[src/rtl/fbus_pkg.sv]
package fbus_pkg;
  typedef enum logic {
    PIN_LISTEN = 1'b0,
    PIN_PULL   = 1'b1
  } pin_mode_e;
endpackage

[src/rtl/fbus_sync.sv]
module fbus_sync #(
  parameter int   STAGES  = 2,
  parameter logic RST_VAL = 1'b1
) (
  input  logic clk,
  input  logic rst,
  input  logic d,
  output logic q
);
  logic [STAGES-1:0] chain;

  generate
    for (genvar i = 0; i < STAGES; i++) begin : g_stage
      if (i == 0) begin : g_first
        always_ff @(posedge clk) begin
          if (rst) chain[0] <= RST_VAL;
          else     chain[0] <= d;
        end
      end else begin : g_next
        always_ff @(posedge clk) begin
          if (rst) chain[i] <= RST_VAL;
          else     chain[i] <= chain[i-1];
        end
      end
    end
  endgenerate

  assign q = chain[STAGES-1];
endmodule

[src/rtl/fbus_drive_ctl.sv]
module fbus_drive_ctl
  import fbus_pkg::*;
(
  input  logic clk,
  input  logic rst,
  input  logic enable,
  input  logic debug,
  input  logic local_fault,
  input  logic fault_clear,
  output logic oe
);
  pin_mode_e mode_q, mode_d;

  // A fault is held until acknowledged; disabling discards it.
  always_comb begin
    mode_d = mode_q;
    if (!enable)
      mode_d = PIN_LISTEN;
    else if (local_fault)
      mode_d = PIN_PULL;
    else if (fault_clear)
      mode_d = PIN_LISTEN;
  end

  always_ff @(posedge clk) begin
    if (rst) begin
      mode_q <= PIN_LISTEN;
      oe     <= 1'b0;
    end else begin
      mode_q <= mode_d;
      oe     <= (mode_d == PIN_PULL) && enable && !debug;
    end
  end
endmodule

[src/rtl/fbus_remote_filt.sv]
module fbus_remote_filt #(
  parameter int SYNC_STAGES = 2,
  parameter int CNT_W       = 8
) (
  input  logic             clk,
  input  logic             rst,
  input  logic             enable,
  input  logic             debug,
  input  logic             bus_sync,
  input  logic             own_oe,
  input  logic [CNT_W-1:0] filt_len,
  output logic             remote
);
  localparam logic [CNT_W-1:0] CNT_MAX = {CNT_W{1'b1}};

  // Own drive delayed to line up with the synchronizer latency.
  logic [SYNC_STAGES-1:0] own_dly;
  logic                   own_busy;
  logic                   qual;
  logic [CNT_W-1:0]       cnt;

  always_ff @(posedge clk) begin
    if (rst) own_dly <= '0;
    else     own_dly <= {own_dly[SYNC_STAGES-2:0], own_oe};
  end

  assign own_busy = own_oe || (|own_dly);
  assign qual     = enable && !debug && !bus_sync && !own_busy;

  always_ff @(posedge clk) begin
    if (rst) begin
      cnt    <= '0;
      remote <= 1'b0;
    end else if (!qual) begin
      cnt    <= '0;
      remote <= 1'b0;
    end else begin
      if (cnt != CNT_MAX) cnt <= cnt + 1'b1;
      remote <= (cnt >= filt_len);
    end
  end
endmodule

[src/rtl/fbus_pin_ctl.sv]
module fbus_pin_ctl #(
  parameter int SYNC_STAGES = 2,
  parameter int FILT_W      = 8
) (
  input  logic              clk,
  input  logic              rst,
  input  logic              bus_en_i,
  input  logic              debug_i,
  input  logic              local_fault_i,
  input  logic              fault_clear_i,
  input  logic [FILT_W-1:0] filt_len_i,
  input  logic              pad_i,
  output logic              pad_oe_o,
  output logic              pad_o,
  output logic              remote_fault_o
);
  logic bus_sync;

  fbus_sync #(.STAGES(SYNC_STAGES), .RST_VAL(1'b1)) u_sync (
    .clk (clk),
    .rst (rst),
    .d   (pad_i),
    .q   (bus_sync)
  );

  fbus_drive_ctl u_drive (
    .clk         (clk),
    .rst         (rst),
    .enable      (bus_en_i),
    .debug       (debug_i),
    .local_fault (local_fault_i),
    .fault_clear (fault_clear_i),
    .oe          (pad_oe_o)
  );

  fbus_remote_filt #(.SYNC_STAGES(SYNC_STAGES), .CNT_W(FILT_W)) u_filt (
    .clk      (clk),
    .rst      (rst),
    .enable   (bus_en_i),
    .debug    (debug_i),
    .bus_sync (bus_sync),
    .own_oe   (pad_oe_o),
    .filt_len (filt_len_i),
    .remote   (remote_fault_o)
  );

  // Open-drain: the value is always low, only the enable toggles.
  assign pad_o = 1'b0;
endmodule

[config.mk]
export PLATFORM = sky130hd
export DESIGN_NAME = fbus_pin_ctl
export DESIGN_NICKNAME = d
export VERILOG_FILES = /design/src/rtl/fbus_pkg.sv /design/src/rtl/fbus_sync.sv /design/src/rtl/fbus_drive_ctl.sv /design/src/rtl/fbus_remote_filt.sv /design/src/rtl/fbus_pin_ctl.sv
export SDC_FILE = /design/constraint.sdc
export NUM_CORES = 1
export LEC_CHECK = 0
export CAP_MARGIN = 20
export CORE_UTILIZATION = 53
export DETAILED_ROUTE_END_ITERATION = 10
export DONT_BUFFER_PORTS = 1
export GPL_ROUTABILITY_DRIVEN = 0
export PLACE_DENSITY_LB_ADDON = 0.12
export SLEW_MARGIN = 20
export SYNTH_ARGS = -nofsm -noshare
export SYNTH_HDL_FRONTEND = slang
export SYNTH_SLANG_ARGS = --single-unit
[constraint.sdc]
create_clock -name clk -period 1.7 [get_ports clk]
set_clock_uncertainty 0.15 [all_clocks]
set_input_delay 0.255 -clock clk [delete_from_list [all_inputs] [get_ports clk]]
set_output_delay 0.255 -clock clk [all_outputs]
set_load 0.05 [all_outputs]
==> impl_summary.txt, run 1 <==
----------------------------------------------------
[Synthesis]
  Mean post-synth cell area ... 8.813 um^2
  Number of flip-flops and latches in the synthesized netlist ... 15
  Register area share after synthesis ... 37.44%
  Synthesized instance count ... 91
  Yosys warnings ... 0
  Syn Nets ... 115
  Area of the mapped netlist ... 802.0 um^2
  Count of distinct cell types in the synthesized netlist ... 32

[Layout]
  Leading cell type in the layout, fill and taps excluded ... sky130_fd_sc_hd__dfxtp_1
  Fraction of layout cells with a size suffix above 1 ... 16.35%
  Number of diodes added for antenna fixing ... 0
  Most used cells in the layout excluding fill and tap cells ... 14 x sky130_fd_sc_hd__dfxtp_1, 13 x sky130_fd_sc_hd__nor2_1, 10 x sky130_fd_sc_hd__inv_1
  Growth of design area from synthesis to finish ... 19.50%
  Number of nets in the final layout ... 129
  Footprint of the multi-input gates ... 478.0 um^2
  Area used by sequential logic in the layout ... 301.5 um^2
  Non-filler cells in the finished layout ... 119
  Fill cell count ... 110
  Post-route cell area ... 958.4 um^2

[STA]
  Setup repair after global routing missed its margin ... false
  Final count of pins violating max slew ... 0
  Total negative setup slack ... 0 ns
  Max Clock Freq ... 625.8 MHz
  Final Cycle Share ... 94.00%
  Final setup violation count ... 0
  Post-Route Hold Slack ... 0.06841 ns
  Period minus WS final ... 1.598 ns
  Number of hold-slack violations in the final timing report ... 0

[Global routing]
  Initial antenna violation count ... 0
  Via count of the first global-routing pass ... 624
  Largest net degree at the start of global routing ... 11
  Total routing resource utilization after global routing ... 23.81%
  Remaining global-route overflow ... 0
  Wire length of the first global-routing pass ... 2497 um

[Routing]
  Via total after detailed routing ... 657
  Initial drt markers ... 3
  Wirelength, routed ... 1571 um
  Vias per cell ... 5.521
  Routed length per instance ... 13.20 um
  Residual antenna-violating net count after detailed routing ... 0
  Number of detailed-route iterations in the first pass ... 2
  DRC violations left ... 0

[Clock network]
  CTS H-tree lvls ... 1
  CTS clock-pin slew for the worst setup and hold paths ... 0.10 ns
  Worst skew pair latency ... 0.30 ns
  CTS sink count ... 15
  Number of buffers between clock root and the deepest sink ... 2
  Number of clock buffers inserted by TritonCTS ... 3
  Library cell used as clock root buffer ... sky130_fd_sc_hd__clkbuf_4
  CTS tree ... built

[Placement]
  Placed instance count ... 109
  Placed instance area ... 843.3 um^2
  Detailed Place HPWL ... 1091 um
  Count of buffers inserted at the top-level ports ... 0

[Min path]
  Worst Hold Class ... in2reg

[Flow run]
  Max Cap Violations ... 0

[Die]
  Cell Rows ... 13
  Std-Cell Core Area ... 1350 um^2
  Height of the chip ... 40.90 um
  Full die area ... 1673 um^2
  Horizontal die dimension ... 40.90 um
  Effective utilization at floorplan ... 59.41%
  I/O pin total ... 18

[Critical path]
  Launching element type of the critical path ... register
  Register-to-register path setup slack ... 0.10 ns
  Endpoint class of the critical path ... register
  CP arrival ... 1.64 ns
  Required time of the critical path ... 1.74 ns
  Max Fanout on Critical Path ... 2
  Critical Setup Path Class ... reg2reg

[Power]
  Leakage power figure ... 0.4056 nW
  Max IR drop VDD ... 0.4943 mV
  Pwr per Cell Area ... 660.5 nW/um^2

[Outcome]
  Status ... completed

----------------------------------------------------
[final timing paths]
check                        from  cells after the start       endpoint
setup / recovery    u_filt.cnt[0]                      6  u_filt.remote
hold / removal            debug_i                      3  u_filt.cnt[5]
setup reg to reg    u_filt.cnt[0]                      6  u_filt.remote
hold reg to reg   u_sync.chain[0]                      1       u_sync.q
[synthesized netlist by cell type]
cell type	count	area, um^2
sky130_fd_sc_hd__buf_4	1	7.510
sky130_fd_sc_hd__o21ai_0	3	15.01
sky130_fd_sc_hd__o21bai_1	1	7.510
sky130_fd_sc_hd__a41oi_1	1	8.760
sky130_fd_sc_hd__a211oi_1	1	7.510
sky130_fd_sc_hd__a211o_1	1	8.760
sky130_fd_sc_hd__nand3_4	1	17.52
sky130_fd_sc_hd__mux2i_1	1	10.01
sky130_fd_sc_hd__ha_1	9	112.6
sky130_fd_sc_hd__conb_1	1	3.750
sky130_fd_sc_hd__nand2_1	4	15.01
sky130_fd_sc_hd__or4_1	1	7.510
sky130_fd_sc_hd__nor3_2	1	10.01
sky130_fd_sc_hd__a31oi_1	1	6.260
sky130_fd_sc_hd__nor3_1	4	20.02
sky130_fd_sc_hd__inv_1	10	37.54
sky130_fd_sc_hd__nor2_1	13	48.80
sky130_fd_sc_hd__nand4_1	3	18.77
sky130_fd_sc_hd__or2_2	2	12.51
sky130_fd_sc_hd__a21o_1	1	7.510
sky130_fd_sc_hd__xnor2_1	1	8.760
sky130_fd_sc_hd__and2b_2	1	8.760
sky130_fd_sc_hd__nand2b_1	2	12.51
sky130_fd_sc_hd__xor2_1	2	17.52
sky130_fd_sc_hd__dfxtp_1	15	300.3
sky130_fd_sc_hd__nor2b_1	1	6.260
sky130_fd_sc_hd__and3_1	2	12.51
sky130_fd_sc_hd__a21oi_1	1	5.000
sky130_fd_sc_hd__nor3_4	1	16.27
sky130_fd_sc_hd__and2b_1	1	7.510
sky130_fd_sc_hd__a2111oi_0	1	8.760
sky130_fd_sc_hd__nand3_1	3	15.01
[stage by stage]
stage          utilization [%]  power [mW]  worst slack [ns]
6_report                 70.99      0.6330            0.1020
2_1_floorplan                -      0.4006           0.05954
5_1_grt                  70.99      0.6628         0.0007787
3_3_place_gp             62.47      0.4033           0.03725
3_5_place_dp             62.47      0.4057          -0.04024
4_1_cts                  69.69      0.6314           0.02301
[worst max-delay path, stage by stage (launching register included)]
cell,delay (ns)
sky130_fd_sc_hd__dfxtp_2,0.35
sky130_fd_sc_hd__inv_1,0.05
sky130_fd_sc_hd__ha_1,0.26
sky130_fd_sc_hd__nand2b_1,0.17
sky130_fd_sc_hd__a2111oi_4,0.30
sky130_fd_sc_hd__a211o_1,0.14
sky130_fd_sc_hd__a31oi_1,0.08
[logic make-up after synthesis]
| logic type | after synthesis | synth area share, % |
|---|---|---|
| muxes | 1 | 1.248 |
| adders and majority gates | 9 | 14.04 |
| xor gates and xnor gates | 3 | 3.277 |
| DFF | 15 | 37.44 |
| other | 1 | 0.4676 |
| buffers and inverters | 11 | 5.617 |
| and+or+nand+nor | 40 | 28.55 |
| AOI/OAI and AO/OA | 11 | 9.361 |
[power by group]
group,leakage (nW),internal (mW),switching [mW]
logic,0.270,0.0276,0.0288
clock network,0.0139,0.0898,0.128
registers,0.122,0.356,0.00260
total,0.406,0.473,0.160
[repair_timing]
action	CTS	global route
hold buffers	6	0
setup endpoints to repair	1	3
gates resized for setup	3	3
buffers inserted	0	0
endpoints found under the hold margin	6	0
cloned	0	0
pin swaps	0	2
[cell type report]
type | instances | area share (%)
multi-input combinational | 65 | 49.87
sequential | 15 | 31.46
timing repair buffer | 10 | 9.661
inverter | 10 | 3.916
clock buffer | 3 | 2.350
tap | 15 | 1.958
clock inverter | 1 | 0.7833
[per-layer routing]
metal | GRT usage [%] | wire length (um) | up-vias
li1 | - | - | 336
met1 | 24.50 | 675 | 303
met2 | 42.19 | 789 | 14
met3 | 11.96 | 85 | 4
met4 | 5.833 | 21 | 0
met5 | 0 | 0 | -
[state kept, by name (all words and copies together) (netlist names)]
signal          cells
u_drive.mode_q      1
u_drive.oe          1
u_filt.cnt          8
u_filt.own_dly      2
u_filt.remote       1
u_sync.chain        1
u_sync.q            1
(Power assumes the default switching activity.)
==> run 2: changes to the inputs <==
--- a/config.mk
+++ b/config.mk
@@ -10,7 +10,7 @@
 export DETAILED_ROUTE_END_ITERATION = 10
 export DONT_BUFFER_PORTS = 1
 export GPL_ROUTABILITY_DRIVEN = 0
-export PLACE_DENSITY_LB_ADDON = 0.12
+export PLACE_DENSITY = 0.71
 export SLEW_MARGIN = 20
 export SYNTH_ARGS = -nofsm -noshare
 export SYNTH_HDL_FRONTEND = slang
==> run 2 against run 1 <==
  * Fmax down 0.63%
  * Flip-flop and latch count unchanged
  * Cell area down 0.78%
  * Combinational power down 1%
  * Final cell count down 0.84%
  * Sequential share of layout area up 0.12 points
  * Hold slack better by 0.0094 ns
  * Non-clock buffer count down 1
  * Total power down 1.4%
  * Clock power down 4%
  * Die area unchanged
  * Largest cell class unchanged
==> impl_summary.txt, run 2 (synthesis gave the netlist of run 1 again) <==
----------------------------------------------------
[Die]
  I/O pin total ... 18 (unchanged)
  Height of the chip ... 40.90 um (unchanged)
  Cell Rows ... 13 (unchanged)
  Effective utilization at floorplan ... 59.41% (unchanged)
  Std-Cell Core Area ... 1350 um^2 (unchanged)
  Full die area ... 1673 um^2 (unchanged)
  Horizontal die dimension ... 40.90 um (unchanged)

[Layout]
  Registers with the highest flip-flop counts ... u_filt.cnt (8), u_filt.own_dly (2)
  Fill cell count ... 108 (-1.8%)
  Most used cells in the layout excluding fill and tap cells ... 15 x sky130_fd_sc_hd__dfxtp_1, 13 x sky130_fd_sc_hd__nor2_1, 10 x sky130_fd_sc_hd__inv_1
  Most flops, register ... u_filt.cnt
  Flip-flop count of the largest register after layout ... 8 (unchanged)
  Fraction of layout cells with a size suffix above 1 ... 13.59% (-2.8 points)
  Non-filler cells in the finished layout ... 118 (-0.84%)
  Post-route cell area ... 950.9 um^2 (-0.78%)
  Growth of design area from synthesis to finish ... 18.56%
  Number of nets in the final layout ... 128 (-0.78%)
  Leading cell type in the layout, fill and taps excluded ... sky130_fd_sc_hd__dfxtp_1
  Number of diodes added for antenna fixing ... 0 (unchanged)

[Clock network]
  Number of buffers between clock root and the deepest sink ... 2 (unchanged)
  Worst skew pair latency ... 0.29 ns (about the same)
  CTS clock-pin slew for the worst setup and hold paths ... 0.09 ns (about the same)
  Library cell used as clock root buffer ... sky130_fd_sc_hd__clkbuf_4
  CTS tree ... built
  CTS H-tree lvls ... 1 (unchanged)
  Setup repair bufs after CTS ... 0 (unchanged)
  CTS sink count ... 15 (unchanged)
  Number of clock buffers inserted by TritonCTS ... 3 (unchanged)

[Critical path]
  Max Fanout on Critical Path ... 4 (+2)
  CP arrival ... 1.67 ns (+0.03 ns)
  Critical Setup Path Class ... reg2reg
  Endpoint class of the critical path ... register
  Crit-path max cell delay ... 0.41 ns (+0.06 ns)
  Required time of the critical path ... 1.77 ns (+0.03 ns)
  CP Cell Sequence ... buf_4 > ha_1 > nand3_1 > o21bai_1 > or4_1 > o21ai_0
  Critical path's slowest cell ... sky130_fd_sc_hd__or4_1
  Number of buffers and inverters on the critical path ... 1 (unchanged)
  Cell family contributing the most delay on the critical path ... simple AND/OR/NAND/NOR gates
  Launching element type of the critical path ... register

[Routing]
  Via total after detailed routing ... 663 (+0.91%)
  Initial drt markers ... 18 (+15)
  Routed length per instance ... 12.98 um (-1.7%)
  Wirelength, routed ... 1532 um (-2.5%)
  Number of detailed-route iterations in the first pass ... 4 (+2)
  Residual antenna-violating net count after detailed routing ... 0 (unchanged)
  Vias per cell ... 5.619 (+1.8%)
  DRC violations left ... 0 (unchanged)

[Global routing]
  Largest net degree at the start of global routing ... 10 (-1)
  Initial antenna violation count ... 0 (unchanged)
  Remaining global-route overflow ... 0 (unchanged)
  Total routing resource utilization after global routing ... 22.10% (-1.7 points)
  Via count of the first global-routing pass ... 551 (-12%)
  Wire length of the first global-routing pass ... 2297 um (-8.0%)

[STA]
  Setup repair after global routing missed its margin ... false
  Period minus WS final ... 1.608 ns (+0.01016 ns)
  Max Clock Freq ... 621.8 MHz (-0.63%)
  Final count of pins violating max slew ... 0 (unchanged)
  Number of hold-slack violations in the final timing report ... 0 (unchanged)
  Final setup violation count ... 0 (unchanged)
  Final Cycle Share ... 94.60% (+0.60 points)
  Total negative setup slack ... 0 ns (unchanged)

[Placement]
  Placed instance area ... 835.8 um^2 (-0.89%)
  Detailed Place HPWL ... 1108 um (+1.6%)
  Count of buffers inserted at the top-level ports ... 0 (unchanged)
  Placed instance count ... 108 (-0.92%)

[Min path]
  Worst Hold Class ... in2reg

[Outcome]
  Status ... completed

[Power]
  Leakage power figure ... 0.4247 nW (+4.7%)
  Max IR drop VDD ... 0.4290 mV (-13%)
  Pwr per Cell Area ... 656.1 nW/um^2 (-0.66%)

[Flow run]
  Max Cap Violations ... 0 (unchanged)

----------------------------------------------------
run 2: layout make-up:
type,instances,area [um^2],area share (%)
clock buffers,3,22.52,2.368
clock inverters,1,5.005,0.5263
inverters,10,37.54,3.947
multi-input cells,65,481.7,50.66
flip-flops and latches,15,300.3,31.58
well taps,15,18.77,1.974
repair buffers,9,85.08,8.947
run 2: tightest hold or removal path, cell delays in order:
cell,delay [ns]
sky130_fd_sc_hd__nor2_1,0.06
sky130_fd_sc_hd__nand4_1,0.08
sky130_fd_sc_hd__o21ai_0,0.07
run 2: timing repair:
item / in CTS / in global routing
endpoints found under the hold margin: 6 / 0
setup endpoints to repair: 1 / 3
pin swaps: 0 / 1
resized for setup: 1 / 4
hold buffers: 6 / 0
run 2: report_power, final:
| group | leakage [nW] | internal, mW | switching, mW | total, mW |
|---|---|---|---|---|
| combinational | 0.285 | 0.0277 | 0.0280 | 0.0557 |
| sequential | 0.122 | 0.356 | 0.00238 | 0.358 |
| clock | 0.0177 | 0.0876 | 0.122 | 0.210 |
run 2: layer usage:
layer | GRT usage, % | wire [um] | vias to the layer above
met5 | 0 | 0 | -
met4 | 10.00 | 23 | 0
met3 | 10.33 | 98 | 5
met2 | 36.72 | 742 | 20
met1 | 23.43 | 667 | 301
li1 | - | - | 337
run 2: path summary, 6_finish.rpt:
path,startpoint,slack (ns),endpoint,depth (start not counted)
worst min-delay path,debug_i,0.08,u_filt.cnt[5],3
worst max register to register,u_filt.cnt[0],0.09,u_filt.cnt[5],6
worst min register to register,u_sync.chain[0],0.27,u_sync.q,1
worst max-delay path,u_filt.cnt[0],0.09,u_filt.cnt[5],6
run 2: stage by stage:
| stage | hold slack, ns | power [mW] | setup WS, ns | utilization, % |
|---|---|---|---|---|
| after floorplan | 0.1766 | 0.4006 | 0.05954 | - |
| after global routing | 0.1029 | 0.6470 | 0.001710 | 70.44 |
| after detailed placement | 0.1814 | 0.4057 | 0.03759 | 61.91 |
| after global placement | 0.1776 | 0.4036 | 0.02506 | 61.91 |
| after CTS | 0.07476 | 0.6216 | 0.01567 | 68.49 |
| final | 0.07785 | 0.6239 | 0.09184 | 70.44 |
==> run 3: changes to the inputs <==
--- a/config.mk
+++ b/config.mk
@@ -5,12 +5,13 @@
 export SDC_FILE = /design/constraint.sdc
 export NUM_CORES = 1
 export LEC_CHECK = 0
+export ABC_AREA = 1
 export CAP_MARGIN = 20
-export CORE_UTILIZATION = 53
+export CORE_UTILIZATION = 54
 export DETAILED_ROUTE_END_ITERATION = 10
 export DONT_BUFFER_PORTS = 1
 export GPL_ROUTABILITY_DRIVEN = 0
-export PLACE_DENSITY = 0.71
+export PLACE_DENSITY = 0.72
 export SLEW_MARGIN = 20
 export SYNTH_ARGS = -nofsm -noshare
 export SYNTH_HDL_FRONTEND = slang
==> run 3 against run 2 <==
  * Cell area is 1.7% higher
  * Area after synthesis grew 9.7%
  * Fmax grew 12%
  * Clock power about the same
  * Highest routed layer unchanged
==> impl_summary.txt, run 3 <==
----------------------------------------------------
[Layout]
  Growth of design area from synthesis to finish ... 9.957%
  Flip-flop count of the largest register after layout ... 8 (unchanged)
  Registers with the highest flip-flop counts ... u_filt.cnt (8), u_filt.own_dly (2)
  Fraction of layout cells with a size suffix above 1 ... 12.60% (-0.99 points)
  Number of nets in the final layout ... 152 (+19%)
  Leading cell type in the layout, fill and taps excluded ... sky130_fd_sc_hd__inv_1
  Layout Utilization ... 64.20% (-6.2 points)
  Most flops, register ... u_filt.cnt
  Number of diodes added for antenna fixing ... 0 (unchanged)
  Fill cell count ... 144 (+33%)
  Most used cells in the layout excluding fill and tap cells ... 24 x sky130_fd_sc_hd__inv_1, 23 x sky130_fd_sc_hd__nand2_1, 15 x sky130_fd_sc_hd__dfxtp_1

[Clock network]
  Setup repair bufs after CTS ... 0 (unchanged)
  Worst skew pair latency ... 0.28 ns (about the same)
  Number of clock buffers inserted by TritonCTS ... 3 (unchanged)
  Hold_buf cts ... 4 (-2)
  Number of buffers between clock root and the deepest sink ... 2 (unchanged)
  CTS tree ... built
  CTS sink count ... 15 (unchanged)
  CTS clock-pin slew for the worst setup and hold paths ... 0.10 ns (about the same)
  Count of cells resized by post-cts repair ... 0 (-1)
  CTS H-tree lvls ... 1 (unchanged)
  Library cell used as clock root buffer ... sky130_fd_sc_hd__clkbuf_4

[Critical path]
  R2R cell count ... 4 (-2)
  Reg-to-reg critical path endpoint ... u_filt.cnt[4]
  Endpoint class of the critical path ... register
  Max Fanout on Critical Path ... 6 (+2)
  Critical Setup Path Class ... reg2reg
  Worst flop-to-flop path startpoint ... u_filt.cnt[0]
  Required time of the critical path ... 1.77 ns (about the same)
  CP arrival ... 1.50 ns (-0.17 ns)
  Launching element type of the critical path ... register
  Register-to-register path setup slack ... 0.26 ns (+0.17 ns)

[Die]
  Effective utilization at floorplan ... 58.39% (-1.0 points)
  Height of the chip ... 42.36 um (+3.6%)
  Full die area ... 1794 um^2 (+7.3%)
  I/O pin total ... 18 (unchanged)
  Horizontal die dimension ... 42.36 um (+3.6%)
  Std-Cell Core Area ... 1506 um^2 (+12%)
  Cell Rows ... 14 (+1)

[Global routing]
  Wire length of the first global-routing pass ... 2718 um (+18%)
  Via count of the first global-routing pass ... 655 (+19%)
  Initial antenna violation count ... 0 (unchanged)
  Remaining global-route overflow ... 0 (unchanged)
  Largest net degree at the start of global routing ... 10 (unchanged)
  Total routing resource utilization after global routing ... 20.13% (-2.0 points)

[Synthesis]
  Fraction of synthesized cell area taken by the top area cell type ... 34.14% (-3.3 points)
  Commonest cells post-synth ... 24 x sky130_fd_sc_hd__inv_1, 23 x sky130_fd_sc_hd__nand2_1, 15 x sky130_fd_sc_hd__dfxtp_1, 12 x sky130_fd_sc_hd__nor2_1, 9 x sky130_fd_sc_hd__ha_1
  Most common cell in the synthesized netlist ... sky130_fd_sc_hd__inv_1
  Top flip-flop cell by instance count after synthesis ... sky130_fd_sc_hd__dfxtp_1
  Area of the mapped netlist ... 879.6 um^2 (+9.7%)
  Cell taking the most area after synthesis ... sky130_fd_sc_hd__dfxtp_1
  Fraction of registers with async set or reset after synthesis ... 0% (unchanged)
  Number of flip-flops and latches in the synthesized netlist ... 15 (unchanged)
  Top post-synthesis cells by area ... sky130_fd_sc_hd__dfxtp_1 34%, sky130_fd_sc_hd__ha_1 13%, sky130_fd_sc_hd__inv_1 10%
  Yosys warnings ... 0 (unchanged)
  Register area share after synthesis ... 34.14% (-3.3 points)
  Synthesized instance count ... 119 (+31%)
  Mean post-synth cell area ... 7.392 um^2 (-16%)
  Syn Nets ... 143 (+24%)
  Count of distinct cell types in the synthesized netlist ... 24 (-25%)
  Number of flops mapped to enable cells by yosys ... 0 (unchanged)

[Power]
  Net switching power ... 148.3 uW (-2.8%)
  Total internal power ... 464.5 uW (-1.4%)
  Max IR drop VDD ... 0.3619 mV (-16%)
  Pwr per Cell Area ... 633.6 nW/um^2 (-3.4%)
  Gate power share ... 7.9% (-1.0 points)
  Leakage power figure ... 0.4730 nW (+11%)
  Fraction of power consumed by the clock network ... 33.8% (+0.2 points)
  Sequential cell fraction of total power ... 58.3% (+0.9 points)
  Switching Share ... 24.20% (-0.26 points)
  Post-route total power ... 612.8 uW (-1.8%)

[Routing]
  Via total after detailed routing ... 718 (+8.3%)
  DRC violations left ... 0 (unchanged)
  Number of detailed-route iterations in the first pass ... 4 (unchanged)
  Initial drt markers ... 13 (-5)
  Vias per cell ... 5.021 (-11%)
  Residual antenna-violating net count after detailed routing ... 0 (unchanged)
  Wirelength, routed ... 1574 um (+2.7%)
  Routed length per instance ... 11.01 um (-15%)

[STA]
  Final count of pins violating max slew ... 0 (unchanged)
  Final Cycle Share ... 84.42% (-10 points)
  Final setup violation count ... 0 (unchanged)
  Setup repair after global routing missed its margin ... false
  Total negative setup slack ... 0 ns (unchanged)
  Number of hold-slack violations in the final timing report ... 0 (unchanged)
  Period minus WS final ... 1.435 ns (-0.1729 ns)
  Max Clock Freq ... 696.8 MHz (+12%)

[Min path]
  Hold path start ... local_fault_i
  Hold Path End ... u_drive.mode_q
  Worst Hold Class ... in2reg
  Number of cells traversed by the worst hold path ... 2 (-1)

[Outcome]
  Status ... completed

[Placement]
  Count of buffers inserted at the top-level ports ... 0 (unchanged)
  Detailed Place HPWL ... 1198 um (+8.1%)

[Flow run]
  Max Cap Violations ... 0 (unchanged)

----------------------------------------------------
-- run 3: changes by cell type in the layout (fill, tap and decap cells not counted), moves of 3 or more --
cell                      change
sky130_fd_sc_hd__inv_1       +14
sky130_fd_sc_hd__nand2_2      +3
sky130_fd_sc_hd__nand2_1     +19
sky130_fd_sc_hd__a21oi_1      +5
sky130_fd_sc_hd__nor3_1       -3
sky130_fd_sc_hd__nand3_1      +4
-- run 3: cell type report --
cell class              instances  area [um^2]  share of cell area [%]
inverters                      24        90.09                   9.314
well taps                      16        20.02                   2.070
flip-flops and latches         15        300.3                   31.05
clock inverters                 1        5.005                  0.5175
clock buffers                   3        22.52                   2.329
multi-input cells              79        481.7                   49.81
repair buffers                  5        47.55                   4.916
-- run 3: critical path, stage by stage, from the launching register on --
cell	delay [ns]
sky130_fd_sc_hd__dfxtp_1	0.40
sky130_fd_sc_hd__ha_1	0.31
sky130_fd_sc_hd__nand3_1	0.14
sky130_fd_sc_hd__or2_0	0.22
sky130_fd_sc_hd__a31oi_1	0.15
-- run 3: how the worst max path moves through the flow --
stage,start,slack (ns),end,depth (start not counted)
floorplan,u_drive.oe,0.33,u_filt.cnt[6],5
global placement,u_filt.cnt[0],0.35,u_filt.cnt[4],4
detailed placement,u_filt.cnt[0],0.30,u_filt.cnt[4],4
CTS,u_filt.cnt[0],0.26,u_filt.cnt[4],4
global route,u_filt.cnt[0],0.18,u_filt.cnt[4],4
finish,u_filt.cnt[0],0.26,u_filt.cnt[4],4
-- run 3: power groups by stage --
stage | Combinational [mW] | Clock [mW] | Sequential (mW)
2_1_floorplan | 0.0329 | 0 | 0.368
3_3_place_gp | 0.0374 | 0 | 0.365
3_5_place_dp | 0.0395 | 0 | 0.366
4_1_cts | 0.0484 | 0.213 | 0.357
5_1_grt | 0.0553 | 0.227 | 0.358
6_report | 0.0482 | 0.207 | 0.357
-- run 3: per-stage QoR --
step / hold slack [ns] / instance area [um^2] / worst slack, ns / std cells
2_1_floorplan: 0.1774 / 879.6 / 0.3329 / 119
3_3_place_gp: 0.1786 / 899.6 / 0.3497 / 135
3_5_place_dp: 0.1812 / 899.6 / 0.2958 / 135
4_1_cts: 0.02638 / 967.2 / 0.2642 / 143
5_1_grt: 0.05052 / 967.2 / 0.1788 / 143
6_report: 0.02581 / 967.2 / 0.2648 / 143
-- run 3: cells by family (layout without fill, tap and decap cells) --
group,after synthesis,count (layout),synth area share (%)
simple gates,59,59,34.99
fa+ha+maj,9,9,12.80
buf+inv,25,33,11.10
other cells,1,1,0.4263
xor+xnor,1,1,0.9959
compound gates,9,9,5.548
flops,15,15,34.14
-- run 3: layer usage --
metal  vias to the layer above  part of all wire, %  global-route usage, %
met5                         -                    0                      0
met4                         0                 0.32                  7.500
met3                         2                  2.9                  2.586
met2                        14                   48                  30.15
met1                       317                   49                  29.51
li1                        385                    -                      -
